## config.mk

```make
export PLATFORM = sky130hd
export DESIGN_NAME = usb_xact_ctrl
export DESIGN_NICKNAME = d
export VERILOG_FILES = /design/src/rtl/usb_xact_pkg.sv /design/src/rtl/usb_xact_rst_sync.sv /design/src/rtl/usb_xact_hs_timer.sv /design/src/rtl/usb_xact_fsm.sv /design/src/rtl/usb_xact_ctrl.sv
export SDC_FILE = /design/constraint.sdc
export NUM_CORES = 1
export LEC_CHECK = 0
export BUFFER_PORTS_ARGS = -buffer_cell sky130_fd_sc_hd__buf_2
export CORE_UTILIZATION = 45
export CTS_CLUSTER_DIAMETER = 80
export DETAILED_ROUTE_END_ITERATION = 8
export PLACE_DENSITY = 0.8
export SLEW_MARGIN = 10
export SYNTH_ARGS = -nofsm -noshare
export SYNTH_HDL_FRONTEND = slang
export SYNTH_SLANG_ARGS = --single-unit
```

## constraint.sdc

```tcl
create_clock -name clk -period 1.6 [get_ports clk]
set_clock_uncertainty 0.1 [all_clocks]
set_input_delay 0.32 -clock clk [delete_from_list [all_inputs] [get_ports clk]]
set_output_delay 0.32 -clock clk [all_outputs]
set_load 0.05 [all_outputs]
```

## src/rtl/usb_xact_pkg.sv

```systemverilog
package usb_xact_pkg;
  localparam int BYTE_W = 8;
  localparam int PID_W  = 4;

  typedef logic [PID_W-1:0]  pid_t;
  typedef logic [BYTE_W-1:0] byte_t;

  localparam pid_t PID_ACK   = 4'h2;
  localparam pid_t PID_NAK   = 4'hA;
  localparam pid_t PID_DATA0 = 4'h3;
  localparam pid_t PID_DATA1 = 4'hB;

  typedef enum logic [3:0] {
    ST_IDLE,
    ST_OUT_START,
    ST_OUT_WAIT,
    ST_OUT_PID,
    ST_OUT_FIRST,
    ST_OUT_BODY,
    ST_SEND_ACK,
    ST_SEND_NAK,
    ST_IN_START,
    ST_IN_PID,
    ST_IN_DATA,
    ST_IN_FIN,
    ST_IN_HS,
    ST_ERR
  } xact_state_e;

  // Wire form of an identifier: check nibble above the code nibble.
  function automatic byte_t pid_byte(input pid_t p);
    return {~p, p};
  endfunction

  function automatic logic is_data_pid(input pid_t p);
    return (p == PID_DATA0) || (p == PID_DATA1);
  endfunction
endpackage

```

## src/rtl/usb_xact_rst_sync.sv

```systemverilog
module usb_xact_rst_sync #(
  parameter int STAGES = 2
) (
  input  logic clk,
  input  logic rst_n,
  output logic srst_n
);
  logic [STAGES-1:0] sync_q;

  always_ff @(posedge clk or negedge rst_n) begin
    if (!rst_n) sync_q <= '0;
    else        sync_q <= {sync_q[STAGES-2:0], 1'b1};
  end

  assign srst_n = sync_q[STAGES-1];
endmodule

```

## src/rtl/usb_xact_hs_timer.sv

```systemverilog
module usb_xact_hs_timer #(
  parameter int LIMIT = 16,
  localparam int CW   = $clog2(LIMIT + 1)
) (
  input  logic          clk,
  input  logic          rst_n,
  input  logic          run,
  output logic          expired,
  output logic [CW-1:0] count
);
  logic [CW-1:0] cnt_q, cnt_d;
  logic          cnt_en;

  assign expired = run && (cnt_q == CW'(LIMIT - 1));
  assign cnt_en  = !run || !expired;

  always_comb begin
    cnt_d = cnt_q;
    if (!run)          cnt_d = '0;
    else if (!expired) cnt_d = cnt_q + CW'(1);
  end

  always_ff @(posedge clk or negedge rst_n) begin
    if (!rst_n)      cnt_q <= '0;
    else if (cnt_en) cnt_q <= cnt_d;
  end

  assign count = cnt_q;
endmodule

```

## src/rtl/usb_xact_fsm.sv

```systemverilog
module usb_xact_fsm
  import usb_xact_pkg::*;
(
  input  logic        clk,
  input  logic        rst_n,
  input  logic        out_req,
  input  logic        in_req,
  input  logic        pkt_valid,
  input  pid_t        pkt_pid,
  input  logic        rx_byte_valid,
  input  logic        rx_end,
  input  logic        rx_reject,
  input  logic        tx_ready,
  input  logic        tx_fin,
  input  logic        per_rd_ready,
  input  logic        hs_expired,
  output xact_state_e state
);
  xact_state_e state_q, state_d;

  always_comb begin
    state_d = state_q;
    unique case (state_q)
      ST_IDLE: begin
        if (out_req)     state_d = ST_OUT_START;
        else if (in_req) state_d = ST_IN_START;
      end
      ST_OUT_START: state_d = ST_OUT_WAIT;
      ST_OUT_WAIT: begin
        if (pkt_valid) state_d = is_data_pid(pkt_pid) ? ST_OUT_PID : ST_ERR;
      end
      ST_OUT_PID: state_d = ST_OUT_FIRST;
      ST_OUT_FIRST, ST_OUT_BODY: begin
        if (rx_end)             state_d = rx_reject ? ST_SEND_NAK : ST_SEND_ACK;
        else if (rx_byte_valid) state_d = ST_OUT_BODY;
      end
      ST_SEND_ACK, ST_SEND_NAK: begin
        if (tx_ready) state_d = ST_IDLE;
      end
      ST_IN_START: state_d = per_rd_ready ? ST_IN_PID : ST_ERR;
      ST_IN_PID: begin
        if (tx_ready) state_d = ST_IN_DATA;
      end
      ST_IN_DATA: begin
        if (!per_rd_ready) state_d = ST_IN_FIN;
      end
      ST_IN_FIN: begin
        if (tx_fin) state_d = ST_IN_HS;
      end
      ST_IN_HS: begin
        if (pkt_valid)       state_d = (pkt_pid == PID_ACK) ? ST_IDLE : ST_ERR;
        else if (hs_expired) state_d = ST_ERR;
      end
      ST_ERR:  state_d = ST_IDLE;
      default: state_d = ST_IDLE;
    endcase
  end

  always_ff @(posedge clk or negedge rst_n) begin
    if (!rst_n) state_q <= ST_IDLE;
    else        state_q <= state_d;
  end

  assign state = state_q;
endmodule

```

## src/rtl/usb_xact_ctrl.sv

```systemverilog
module usb_xact_ctrl
  import usb_xact_pkg::*;
#(
  parameter int ACK_TIMEOUT = 16
) (
  input  logic       clk,
  input  logic       rst_n,
  input  logic       out_req,
  input  logic       in_req,
  input  logic       in_toggle,
  input  logic       pkt_valid,
  input  logic [3:0] pkt_pid,
  input  logic       rx_byte_valid,
  input  logic [7:0] rx_byte,
  input  logic       rx_end,
  input  logic       crc_err,
  input  logic       tx_ready,
  input  logic       tx_fin,
  input  logic       per_full,
  input  logic       per_rd_ready,
  input  logic [7:0] per_rd_data,
  output logic       busy,
  output logic       tx_valid,
  output logic [7:0] tx_data,
  output logic       per_wr_valid,
  output logic [7:0] per_wr_data,
  output logic       per_rd_take,
  output logic       xact_err
);
  localparam int CW = $clog2(ACK_TIMEOUT + 1);

  logic          srst_n;
  xact_state_e   state;
  logic          hs_expired;
  logic [CW-1:0] hs_cnt;
  logic          collecting;
  logic          refused;
  logic          drop_q;
  logic          drop_en;
  logic          tog_q;
  logic          tog_en;
  logic          rx_reject;

  usb_xact_rst_sync #(.STAGES(2)) u_rst (
    .clk    (clk),
    .rst_n  (rst_n),
    .srst_n (srst_n)
  );

  usb_xact_hs_timer #(.LIMIT(ACK_TIMEOUT)) u_timer (
    .clk     (clk),
    .rst_n   (srst_n),
    .run     (state == ST_IN_HS),
    .expired (hs_expired),
    .count   (hs_cnt)
  );

  usb_xact_fsm u_fsm (
    .clk           (clk),
    .rst_n         (srst_n),
    .out_req       (out_req),
    .in_req        (in_req),
    .pkt_valid     (pkt_valid),
    .pkt_pid       (pkt_pid),
    .rx_byte_valid (rx_byte_valid),
    .rx_end        (rx_end),
    .rx_reject     (rx_reject),
    .tx_ready      (tx_ready),
    .tx_fin        (tx_fin),
    .per_rd_ready  (per_rd_ready),
    .hs_expired    (hs_expired),
    .state         (state)
  );

  // Receive side: bytes refused by the peripheral poison the handshake.
  assign collecting = (state == ST_OUT_FIRST) || (state == ST_OUT_BODY);
  assign refused    = collecting && rx_byte_valid && per_full;
  assign rx_reject  = crc_err || drop_q || refused;
  assign drop_en    = (state == ST_OUT_START) || refused;

  always_ff @(posedge clk or negedge srst_n) begin
    if (!srst_n)      drop_q <= 1'b0;
    else if (drop_en) drop_q <= (state != ST_OUT_START);
  end

  // Data identifier choice is captured with the transmit request.
  assign tog_en = (state == ST_IDLE) && !out_req && in_req;

  always_ff @(posedge clk or negedge srst_n) begin
    if (!srst_n)     tog_q <= 1'b0;
    else if (tog_en) tog_q <= in_toggle;
  end

  assign per_wr_valid = collecting && rx_byte_valid && !per_full;
  assign per_wr_data  = rx_byte;

  always_comb begin
    tx_valid = 1'b0;
    tx_data  = '0;
    unique case (state)
      ST_SEND_ACK: begin tx_valid = 1'b1; tx_data = pid_byte(PID_ACK); end
      ST_SEND_NAK: begin tx_valid = 1'b1; tx_data = pid_byte(PID_NAK); end
      ST_IN_PID: begin
        tx_valid = 1'b1;
        tx_data  = pid_byte(tog_q ? PID_DATA1 : PID_DATA0);
      end
      ST_IN_DATA: begin tx_valid = per_rd_ready; tx_data = per_rd_data; end
      default: ;
    endcase
  end

  assign per_rd_take = (state == ST_IN_DATA) && per_rd_ready && tx_ready;
  assign busy        = (state != ST_IDLE);
  assign xact_err    = (state == ST_ERR);
endmodule

```

* Word-level counts from Yosys, hierarchy flattened
Index checks and enable logic that the tools add are counted.
** Word-level totals
- Output and inout bits :: 21
- Input bits :: 33
- Word-level logic and storage cells :: 80
- Register bits :: 13
** Operators by class
- Multiplexer cells :: 21
- Reductions and logical operators :: 25
- Add/sub/neg operators :: 1
- Equality and inequality tests :: 27
- Bitwise operators :: 1
** Operators with widths (number)
- $mux W4 :: 14
- $pmux W4 S11 :: 1
- $pmux W8 S4 :: 1
- $eq A4 B4 Y1 const B :: 7
- $eq A4 B2 Y1 const B :: 4
- $eq A4 B3 Y1 const B :: 4
- $ne A2 B2 Y1 const B :: 6
- $mux W5 :: 2
- $ne A3 B3 Y1 const B :: 3
- $logic_and A1 B1 Y1 :: 8
- $reduce_and A8 Y1 :: 1
- $logic_or A1 B1 Y1 :: 6
- $add A5 B1 Y5 const B :: 1
- $eq A5 B4 Y1 const B :: 1
- $eq A4 B1 Y1 const B :: 1
- $logic_not A1 Y1 :: 4
- $logic_not A4 Y1 :: 1
- $ne A4 B1 Y1 const B :: 1
- $not A4 Y4 :: 1
- $reduce_bool A4 Y1 :: 1
- $reduce_or A2 Y1 :: 2
- $mux W3 :: 1
- $reduce_or A3 Y1 :: 1
- $pmux W1 S2 :: 1
- other kinds (2) :: 2

* Depth between registers and ports, before layout
Gate-level depths: netlist (run 1).
- Depth in word-level cells :: 8
- Mapped depth :: 9
- Depth with buffers taken out :: 8

* Hierarchy
From an unflattened synthesis (run 1), not the netlist that was laid out.
** Second synthesis, totals
- Cells, all modules :: 129
- Area, all modules :: 1194.9 um2
** By module, submodules not included
- usb_xact_fsm :: area each 495.5 um2, times used 1, sequential area each 100.1 um2, cells an instance 55
- usb_xact_ctrl :: area each 361.6 um2, times used 1, sequential area each 50.0 um2, cells an instance 47
- usb_xact_hs_timer :: area each 284.0 um2, times used 1, sequential area each 125.1 um2, cells an instance 24
- usb_xact_rst_sync :: area each 53.8 um2, times used 1, sequential area each 50.0 um2, cells an instance 3

* Least setup slack after synthesis (run 1)
OpenSTA, ideal clock, no wires.
- Kind :: register to output
- Start point :: register u_fsm.state_q[1] (netlist: u_fsm.state[1])
- End point :: output port tx_data[1]
- Cell stages (with the launch flop) :: 6
- Path slack :: -0.827 ns
- Data required time :: 1.180 ns
- Path buffers :: 2
- Arrival time :: 2.007 ns
- Path through :: dfrtp_1 > buf_4 > nor2b_1 > clkbuf_1 > a21oi_1 > o21ai_0
** Between the ends
- Cells in the longest elaborated chain, start to end :: 2
- Elaborated cells between the ends (all ways) :: 5
- Those cells by class :: eq/ne: 4; mux: 1
** RTL lines
- start, declared :: RTL line usb_xact_fsm.sv:19 : xact_state_e state_q, state_d;
- start signal, assigned :: RTL line usb_xact_fsm.sv:61 : else state_q <= state_d;
- $eq A4 B4 Y1 or $eq A4 B3 Y1 (tied branches) :: RTL line usb_xact_ctrl.sv:100 : unique case (state)
- $pmux W8 S4 (*) :: RTL line usb_xact_ctrl.sv:100
- end, declared :: RTL line usb_xact_ctrl.sv:24 : output logic [7:0] tx_data,
Mark *: on every way between the ends. The rest lies on a longest branch, timed or not.

* Worst setup path in the final report (run 1)
- Start point :: register u_timer.cnt_q[0] (netlist: u_timer.count[0])
- End point :: register u_fsm.state_q[1] (netlist: u_fsm.state[1])
** Between the ends
- Cells in the longest elaborated chain, start to end :: 4
** RTL lines
- start, declared :: RTL line usb_xact_hs_timer.sv:11 : logic [CW-1:0] cnt_q, cnt_d;
- start signal, assigned :: RTL line usb_xact_hs_timer.sv:25 : else if (cnt_en) cnt_q <= cnt_d;
- $eq A5 B4 Y1 :: RTL line usb_xact_hs_timer.sv:14 : assign expired = run && (cnt_q == CW'(LIMIT - 1));
- $logic_and A1 B1 Y1 :: RTL line usb_xact_hs_timer.sv:14
- $ne A3 B3 Y1 (no source line)
- $reduce_and A8 Y1 (no source line)
Every way passes these cells.
A chain may end at the register's enable or synchronous reset.

==> results of run 1 <==
## layer usage
metal / GRT usage [%] / routed length, microns / up-vias
li1: - / - / 576
met4: 13.0 / 97 / 0
met3: 8.48 / 228 / 15
met5: 0 / 0 / -
met1: 31.0 / 1430 / 593
met2: 51.6 / 1910 / 63
## state kept, by name, indices dropped and copies added, names as in the netlist
| name | cells |
|---|---|
| drop_q | 1 |
| tog_q | 1 |
| u_rst.sync_q | 2 |
| u_fsm.state | 4 |
| u_timer.count | 5 |
## final cells by class
type / count / area [sq um] / area share (%)
tap: 28 / 35.0 / 1.91
sequential: 13 / 327 / 17.8
inverter: 4 / 21.3 / 1.16
timing repair buffer: 77 / 597 / 32.5
multi-input combinational: 94 / 828 / 45.2
clock buffer: 4 / 26.3 / 1.43
## stage by stage
| step | hold slack [ns] | instance area, sq um | cells | TNS [ns] | util (%) |
|---|---|---|---|---|---|
| 2_1_floorplan | -0.0756 | 1280 | 127 | -2.98 | - |
| 3_3_place_gp | 0.00391 | 1610 | 210 | -3.64 | 71.9 |
| 3_5_place_dp | 0.00655 | 1610 | 210 | -4.47 | 71.9 |
| 4_1_cts | 0.101 | 1780 | 218 | -6.49 | 79.6 |
| 5_1_grt | 0.140 | 1830 | 220 | -8.17 | 82.1 |
| 6_report | 0.0882 | 1830 | 220 | -7.04 | 82.1 |
## report_power, final
group | internal [W] | leakage [nW] | switching [W] | total [W]
combinational | 0.00126 | 0.667 | 0.00149 | 0.00275
sequential | 0.000417 | 0.167 | 0.000121 | 0.000537
clock | 0.0000967 | 0.0150 | 0.000109 | 0.000206
## synthesized netlist by cell type (all sizes together), types with 2 or more instances
cell,number
and2b,2
nand3,2
and3,3
nor3,6
mux2i,2
o21ai,5
nand2,11
ha,2
mux2,3
nand3b,4
nor2b,2
a21oi,12
nor2,17
nand2b,2
buf,13
a21boi,2
o22ai,4
xor2,2
clkbuf,3
dfrtp,13
inv,4
## critical path: stages, from the launching register on
cell      delay (ns)
dfrtp_1         0.37
ha_2            0.18
and3_4          0.20
ha_4            0.13
and4bb_1        0.18
a21oi_2         0.13
o32ai_2         0.11
nor3_2          0.27
mux2_2          0.39
## kinds of logic (layout without fill, tap and decap cells)
family,after synthesis,in the layout,share of synthesized area [%]
AOI/OAI and AO/OA,30,30,19.2
xor gates and xnor gates,3,3,2.46
adders and majority gates,2,2,2.34
buffers and inverters,20,85,12.3
DFF,13,13,30.5
muxes,5,5,5.04
other,1,1,0.351
and+or+nand+nor,53,53,27.8
## final timing paths
kind	startpoint	slack [ns]	cells past startpoint	endpoint
max in group asynchronous	u_rst.sync_q[1]	0.98	0	u_fsm.state[1]
worst max-delay path	u_timer.count[0]	-0.56	8	u_fsm.state[1]
worst max register to register	u_timer.count[0]	-0.56	8	u_fsm.state[1]
min in group clk	in_toggle	0.17	2	tog_q
worst min register to register	u_rst.sync_q[1]	0.09	0	u_timer.count[4]
worst min-delay path	u_rst.sync_q[1]	0.09	0	u_timer.count[4]
## timing repair
item,4_1_cts,5_1_grt
endpoints found under the hold margin,2,0
gates resized for setup,33,10
pin swaps,8,9
setup endpoints to repair,20,20
hold buffers,1,0
setup buffers,4,2
==> impl_metrics.toml, run 1 <==
[yosys]
seq_area_frac_synth_pct = 30.5
synth_top_cell_by_area = "dfrtp_1"
yosys_warnings = 0
syn_nets = 162
synth.ff_latch_count = 13
synth.distinct_cells = 44
async_reset_ff_share_pct = 100
synth_ff_type = "dfrtp_1"
syn_area_sq_um = 1070
syn_inst = 127
synth_edf_count = 0
synthTopCellsByArea = "dfrtp_1, buf_4, nor2_1"
synth.top_cell.area_share_pct = 30.5
syn_area_per_cell_sq_um = 8.40

[status]
status = "finished with violations"
failed_checks = "negative setup slack"

[pwr]
p_leak_nw = 0.848
finalPower_w = 0.00349
power_density_nw_per_um2 = 1910
vdd_ir_drop_max_v = 0.00153

[floorplanning]
rows = 17
initial_core_util_pct = 47.8
coreArea_sq_um = 2230
dieArea_sq_um = 2570
die_y_microns = 50.7
die_x_microns = 50.7
io_pins = 54

[clock_tree]
cts_buffer_depth = 2
clock_sinks = 13
cts-root-buf = "clkbuf_4"
clk_pin_slew_worst_paths_ns = 0.08
htree_num_levels = 1
cts_tree = "yes"
clk_latency_ns = 0.28
cts_buffers = 3

[worst_setup_path]
end_kind = "flip-flop"
start_kind = "flip-flop"
critPathKind = "flip-flop to flip-flop"
worst_ep_required_time_ns = 1.66
critPathArrivalTime_ns = 2.22
crit_fanout = 3

[grt]
grt_max_degree = 12
grt_pass1_vias = 1230
globalRouteOverflowTotal = 0
antenna_found_initial = 0
grt_first_pass_wirelength_microns = 5420
grt_usage_pct = 28.9

[routing]
wl_per_cell_microns = 16.7
vias = 1247
ant_nets = 0
routed_via_density = 5.67
firstDrtPassIters = 4
drc = 0
dr.first_iter.drc_count = 16
wl_microns = 3680

[layout]
final_nets = 228
final_cell_mix = "buf_4, buf_2, buf_6, nor2_1, dfrtp_1"
antenna_cells = 0
drive_gt1_share_pct = 62.5
area_growth_pct = 71.9
n_fill_cell = 135
final_common_cell = "buf_4"

[timing]
finalHoldViolCount = 0
grt_setup_unrepaired = "yes"
max_freq_ghz = 0.464
period_needed_ns = 2.16
final_max_slew_viol_count = 0
finalWorstSetupSlack_ns = -0.557
fin_crit_sh_pct = 135
setup_violations = 20

[place]
dp_slack_ns = -0.569
gp_congestion = 0.937
portBuffers = 37
dpl.hpwl_microns = 2620

[worst_hold_path]
hold_path.class = "flip-flop to asynchronous set/reset pin"

[job]
cap_violations = 0
(Power assumes the default switching activity.)
==> inputs of run 2 (changes only) <==
- CTS_BUF_LIST: default -> sky130_fd_sc_hd__clkbuf_16
==> run 2 against run 1 <==
- the flow still finishes with violations (negative setup slack)
- clock-buffer cell count fell by 1
- largest power group unchanged
- worst hold slack worse by 0.012 ns
- cell area rose by 6.5%
- highest routed layer unchanged
==> impl_metrics.toml, run 2 (synthesis gave the netlist of run 1 again) <==
[job]
cap_violations = 0

[routing]
dr.first_iter.drc_count = 30
routed_via_density = 5.93
vias = 1305
ant_nets = 0
drc = 0
firstDrtPassIters = 4
wl_microns = 4270
wl_per_cell_microns = 19.4

[clock_tree]
htree_num_levels = 1
cts_buffers = 3
cts_buffer_depth = 2
cts-root-buf = "clkbuf_16"
clk_pin_slew_worst_paths_ns = 0.04
clock_sinks = 13
cts_tree = "yes"
clk_latency_ns = 0.24

[layout]
final_common_cell = "buf_4"
final_nets = 228
area_growth_pct = 83.1
fin_area_sq_um = 1950
largest_reg_flops = 5
final_util_pct = 87.5
drive_gt1_share_pct = 65.1
final_cell_mix = "buf_4, buf_2, buf_6, dfrtp_1, nor2_1"
antenna_cells = 0
n_fill_cell = 108

[grt]
grt_first_pass_wirelength_microns = 5680
grt_pass1_vias = 1225
globalRouteOverflowTotal = 0
antenna_found_initial = 0
grt_max_degree = 12
grt_usage_pct = 31.5

[place]
gp_congestion = 0.937
dpl.hpwl_microns = 2620
portBuffers = 37
post_dp_cell_area_sq_um = 1610

[worst_setup_path]
start_kind = "flip-flop"
worst_ep_required_time_ns = 1.65
end_kind = "flip-flop"
crit_fanout = 3
critPathArrivalTime_ns = 2.20
critPathKind = "flip-flop to flip-flop"

[timing]
fin_crit_sh_pct = 134
period_needed_ns = 2.15
setup_violations = 21
max_freq_ghz = 0.466
final_max_slew_viol_count = 0
finalHoldViolCount = 0
finalWorstSetupSlack_ns = -0.545
grt_setup_unrepaired = "yes"
hold_slack_ns = 0.0757

[pwr]
power_density_nw_per_um2 = 2030
vdd_ir_drop_max_v = 0.00172
p_leak_nw = 0.891

[worst_hold_path]
hold_path.class = "flip-flop to asynchronous set/reset pin"

[floorplanning]
die_x_microns = 50.7
rows = 17
dieArea_sq_um = 2570
die_y_microns = 50.7
io_pins = 54
initial_core_util_pct = 47.8
coreArea_sq_um = 2230

[status]
status = "finished with violations"
failed_checks = "negative setup slack"
-- run 2: changes by cell type in the layout (fill, tap and decap cells not counted), moves of 2 or more --
cell | previous run | this run
nor2_4 | 4 | 6
buf_6 | 15 | 18
clkbuf_16 | 0 | 3
buf_4 | 33 | 29
clkbuf_4 | 3 | 0
nor2_1 | 12 | 10
-- run 2: final timing paths --
| kind | start | endpoint | slack, ns | cells after the start |
|---|---|---|---|---|
| worst max-delay path | u_timer.count[0] | u_fsm.state[3] | -0.55 | 8 |
| worst min-delay path | u_rst.sync_q[1] | u_fsm.state[2] | 0.08 | 0 |
| worst max register to register | u_timer.count[0] | u_fsm.state[3] | -0.55 | 8 |
| worst min register to register | u_rst.sync_q[1] | u_fsm.state[2] | 0.08 | 0 |
| max in group asynchronous | u_rst.sync_q[1] | u_fsm.state[0] | 0.99 | 0 |
| min in group clk | in_toggle | tog_q | 0.22 | 2 |
-- run 2: metrics by stage --
step           total power, W  setup slack, ns  setup TNS (ns)  std cells
2_1_floorplan         0.00223           -0.617           -2.98        127
3_3_place_gp          0.00273           -0.504           -3.64        210
3_5_place_dp          0.00283           -0.569           -4.47        210
4_1_cts               0.00357           -0.535           -5.90        218
5_1_grt               0.00411           -0.616           -7.44        220
6_report              0.00397           -0.545           -6.64        220
-- run 2: repair_timing --
item	4_1_cts	5_1_grt
gates cloned	0	0
hold buffers	1	0
endpoints found under the setup margin	20	23
buffers inserted	4	3
endpoints found under the hold margin	2	0
pin swaps	9	12
resized for setup	31	28
-- run 2: area by class of cell --
class | instances | area (sq um) | area share, %
multi-input combinational | 94 | 861 | 44.0
clock inverter | 1 | 3.75 | 0.192
clock buffer | 3 | 75.1 | 3.84
inverter | 4 | 21.3 | 1.09
timing repair buffer | 77 | 631 | 32.3
sequential | 13 | 328 | 16.8
tap | 28 | 35.0 | 1.79
-- run 2: layer usage --
| layer | vias up | part of all wire, % | track usage (%) |
|---|---|---|---|
| met4 | 0 | 5.5 | 17.6 |
| met2 | 80 | 54 | 58.2 |
| li1 | 577 | - | - |
| met5 | - | 0 | 0 |
| met1 | 618 | 34 | 31.4 |
| met3 | 30 | 6.8 | 8.18 |
-- run 2: power breakdown --
part | leakage, nW | internal [W] | switching [W]
Combinational | 0.683 | 0.00136 | 0.00161
Sequential | 0.165 | 0.000422 | 0.000117
Clock | 0.0423 | 0.000328 | 0.000127
-- run 2: worst max-delay path: stages, from the launching register on --
cell	delay, ns
dfrtp_1	0.35
ha_2	0.18
and3_4	0.19
ha_4	0.13
and4bb_1	0.18
a21oi_2	0.14
o32ai_2	0.11
or4_1	0.50
o22ai_2	0.18
==> inputs of run 3 (changes only) <==
- CORE_UTILIZATION: 45 -> 48
- PLACE_DENSITY: 0.8 -> 0.85
- clock period: 1.6 -> 2.5 ns (I/O delays scaled with it)
==> run 3 against run 2 <==
- the flow now finishes without violations
- utilization decreased by 23 points
- worst setup slack improved by 0.66 ns
- first-iteration DRC count decreased by 6.7%
- die area decreased by 6.0%
- wire length decreased by 39%
- cell count decreased by 17%
- sequential power decreased by 30%
==> impl_metrics.toml, run 3 (synthesis gave the netlist of run 1 again) <==
[status]
status = "finished clean"

[worst_setup_path]
path_cells = "nor2b_1, buf_4, a21oi_1, o21ai_1, buf_2"
r2r_cells = 8
crit_fanout = 13
path_buf_inv = 2
crit_cells = 5
critPathArrivalTime_ns = 1.78
crit_family = "flip-flops"
worst_ep_required_time_ns = 1.90
critPathKind = "flip-flop to primary output"
start_kind = "flip-flop"
cp_slowest_stage_delay_ns = 0.52
end_kind = "primary output"
slowest_stage = "dfrtp_1"

[pwr]
power_density_nw_per_um2 = 1240
finalPower_w = 0.00161
vdd_ir_drop_max_v = 0.000806
p_leak_nw = 0.638

[layout]
area_growth_pct = 21.5
largest_reg_flops = 5
final_util_pct = 64.1
drive_gt1_share_pct = 36.1
final_cell_mix = "buf_2, nor2_1, dfrtp_1, nand2_1, a21oi_1"
antenna_cells = 0
final_nets = 191
final_common_cell = "buf_2"

[floorplanning]
dieArea_sq_um = 2420
die_x_microns = 49.2
coreArea_sq_um = 2020
die_y_microns = 49.2
initial_core_util_pct = 52.8
rows = 16
io_pins = 54

[timing]
period_needed_ns = 2.38
max_freq_ghz = 0.419
setup_violations = 0
relSlewSlack_pct = 57.8
setup_tns_ns = 0
hold_slack_ns = 0.0929
final_max_slew_viol_count = 0
finalWorstSetupSlack_ns = 0.115
worstMarginPinSlew_ns = 0.624
finalHoldViolCount = 0
fin_crit_sh_pct = 95.4
grt_setup_unrepaired = "no"

[routing]
wl_microns = 2620
drc = 0
wl_per_cell_microns = 14.4
firstDrtPassIters = 4
ant_nets = 0
routed_via_density = 5.57
vias = 1013
dr.first_iter.drc_count = 28

[clock_tree]
cts_buffer_depth = 2
clk_latency_ns = 0.24
clk_pin_slew_worst_paths_ns = 0.04
cts-root-buf = "clkbuf_16"
cts_buffers = 3
clock_sinks = 13
cts_tree = "yes"
post-cts-setup-buffers = 0
htree_num_levels = 1

[grt]
antenna_found_initial = 0
grt_max_degree = 14
grt_pass1_vias = 1005
grt_first_pass_wirelength_microns = 4580
grt_usage_pct = 24.5
globalRouteOverflowTotal = 0

[place]
gp_congestion = 0.900
dp_slack_ns = 0.112
dpl.hpwl_microns = 1980
portBuffers = 37

[job]
cap_violations = 0

[worst_hold_path]
hold_path.class = "flip-flop to asynchronous set/reset pin"
-- run 3: changes by cell type in the layout (fill, tap and decap cells not counted), sizes merged --
cell	change
buf	-37
inv	+1
clkinvlp	-1
-- run 3: path summary, 6_finish.rpt --
path                            slack [ns]        startpoint               end
min in group clk                      0.26   u_rst.sync_q[0]   u_rst.sync_q[1]
worst min-delay path                  0.09   u_rst.sync_q[1]  u_timer.count[1]
max in group asynchronous             1.72             rst_n   u_rst.sync_q[0]
worst max-delay path                  0.12    u_fsm.state[0]          tx_valid
worst max register to register        0.17  u_timer.count[0]    u_fsm.state[1]
worst min register to register        0.09   u_rst.sync_q[1]  u_timer.count[1]
-- run 3: per-layer routing --
metal	global-route usage [%]	up-vias	part of all wire, %
li1	-	497	-
met1	31.5	467	41
met2	42.0	41	51
met3	4.98	8	6.4
met4	4.90	0	1.2
met5	0	-	0
-- run 3: per-stage QoR --
step,instances,instance area (sq um)
floorplan,127,1070
global placement,177,1190
detailed placement,177,1190
CTS,182,1280
global route,182,1300
finish,182,1300
-- run 3: power by group --
group / internal, W / switching [W] / leakage (nW)
Clock: 0.000210 / 0.0000806 / 0.0423
Combinational: 0.000336 / 0.000601 / 0.428
Sequential: 0.000266 / 0.000112 / 0.168
-- run 3: layout make-up --
type,instances,area (sq um)
Sequential cell,13,325
Timing Repair Buffer,40,210
Clock buffer,3,75.1
Tap cell,27,33.8
Fill cell,169,726
Multi-Input combinational cell,94,633
Inverter,4,15.0
Clock inverter,1,3.75
-- run 3: timing repair --
item / 4_1_cts / 5_1_grt
endpoints found under the hold margin: 2 / 0
hold buffers: 1 / 0
resized for setup: 0 / 3
setup endpoints to repair: 0 / 8
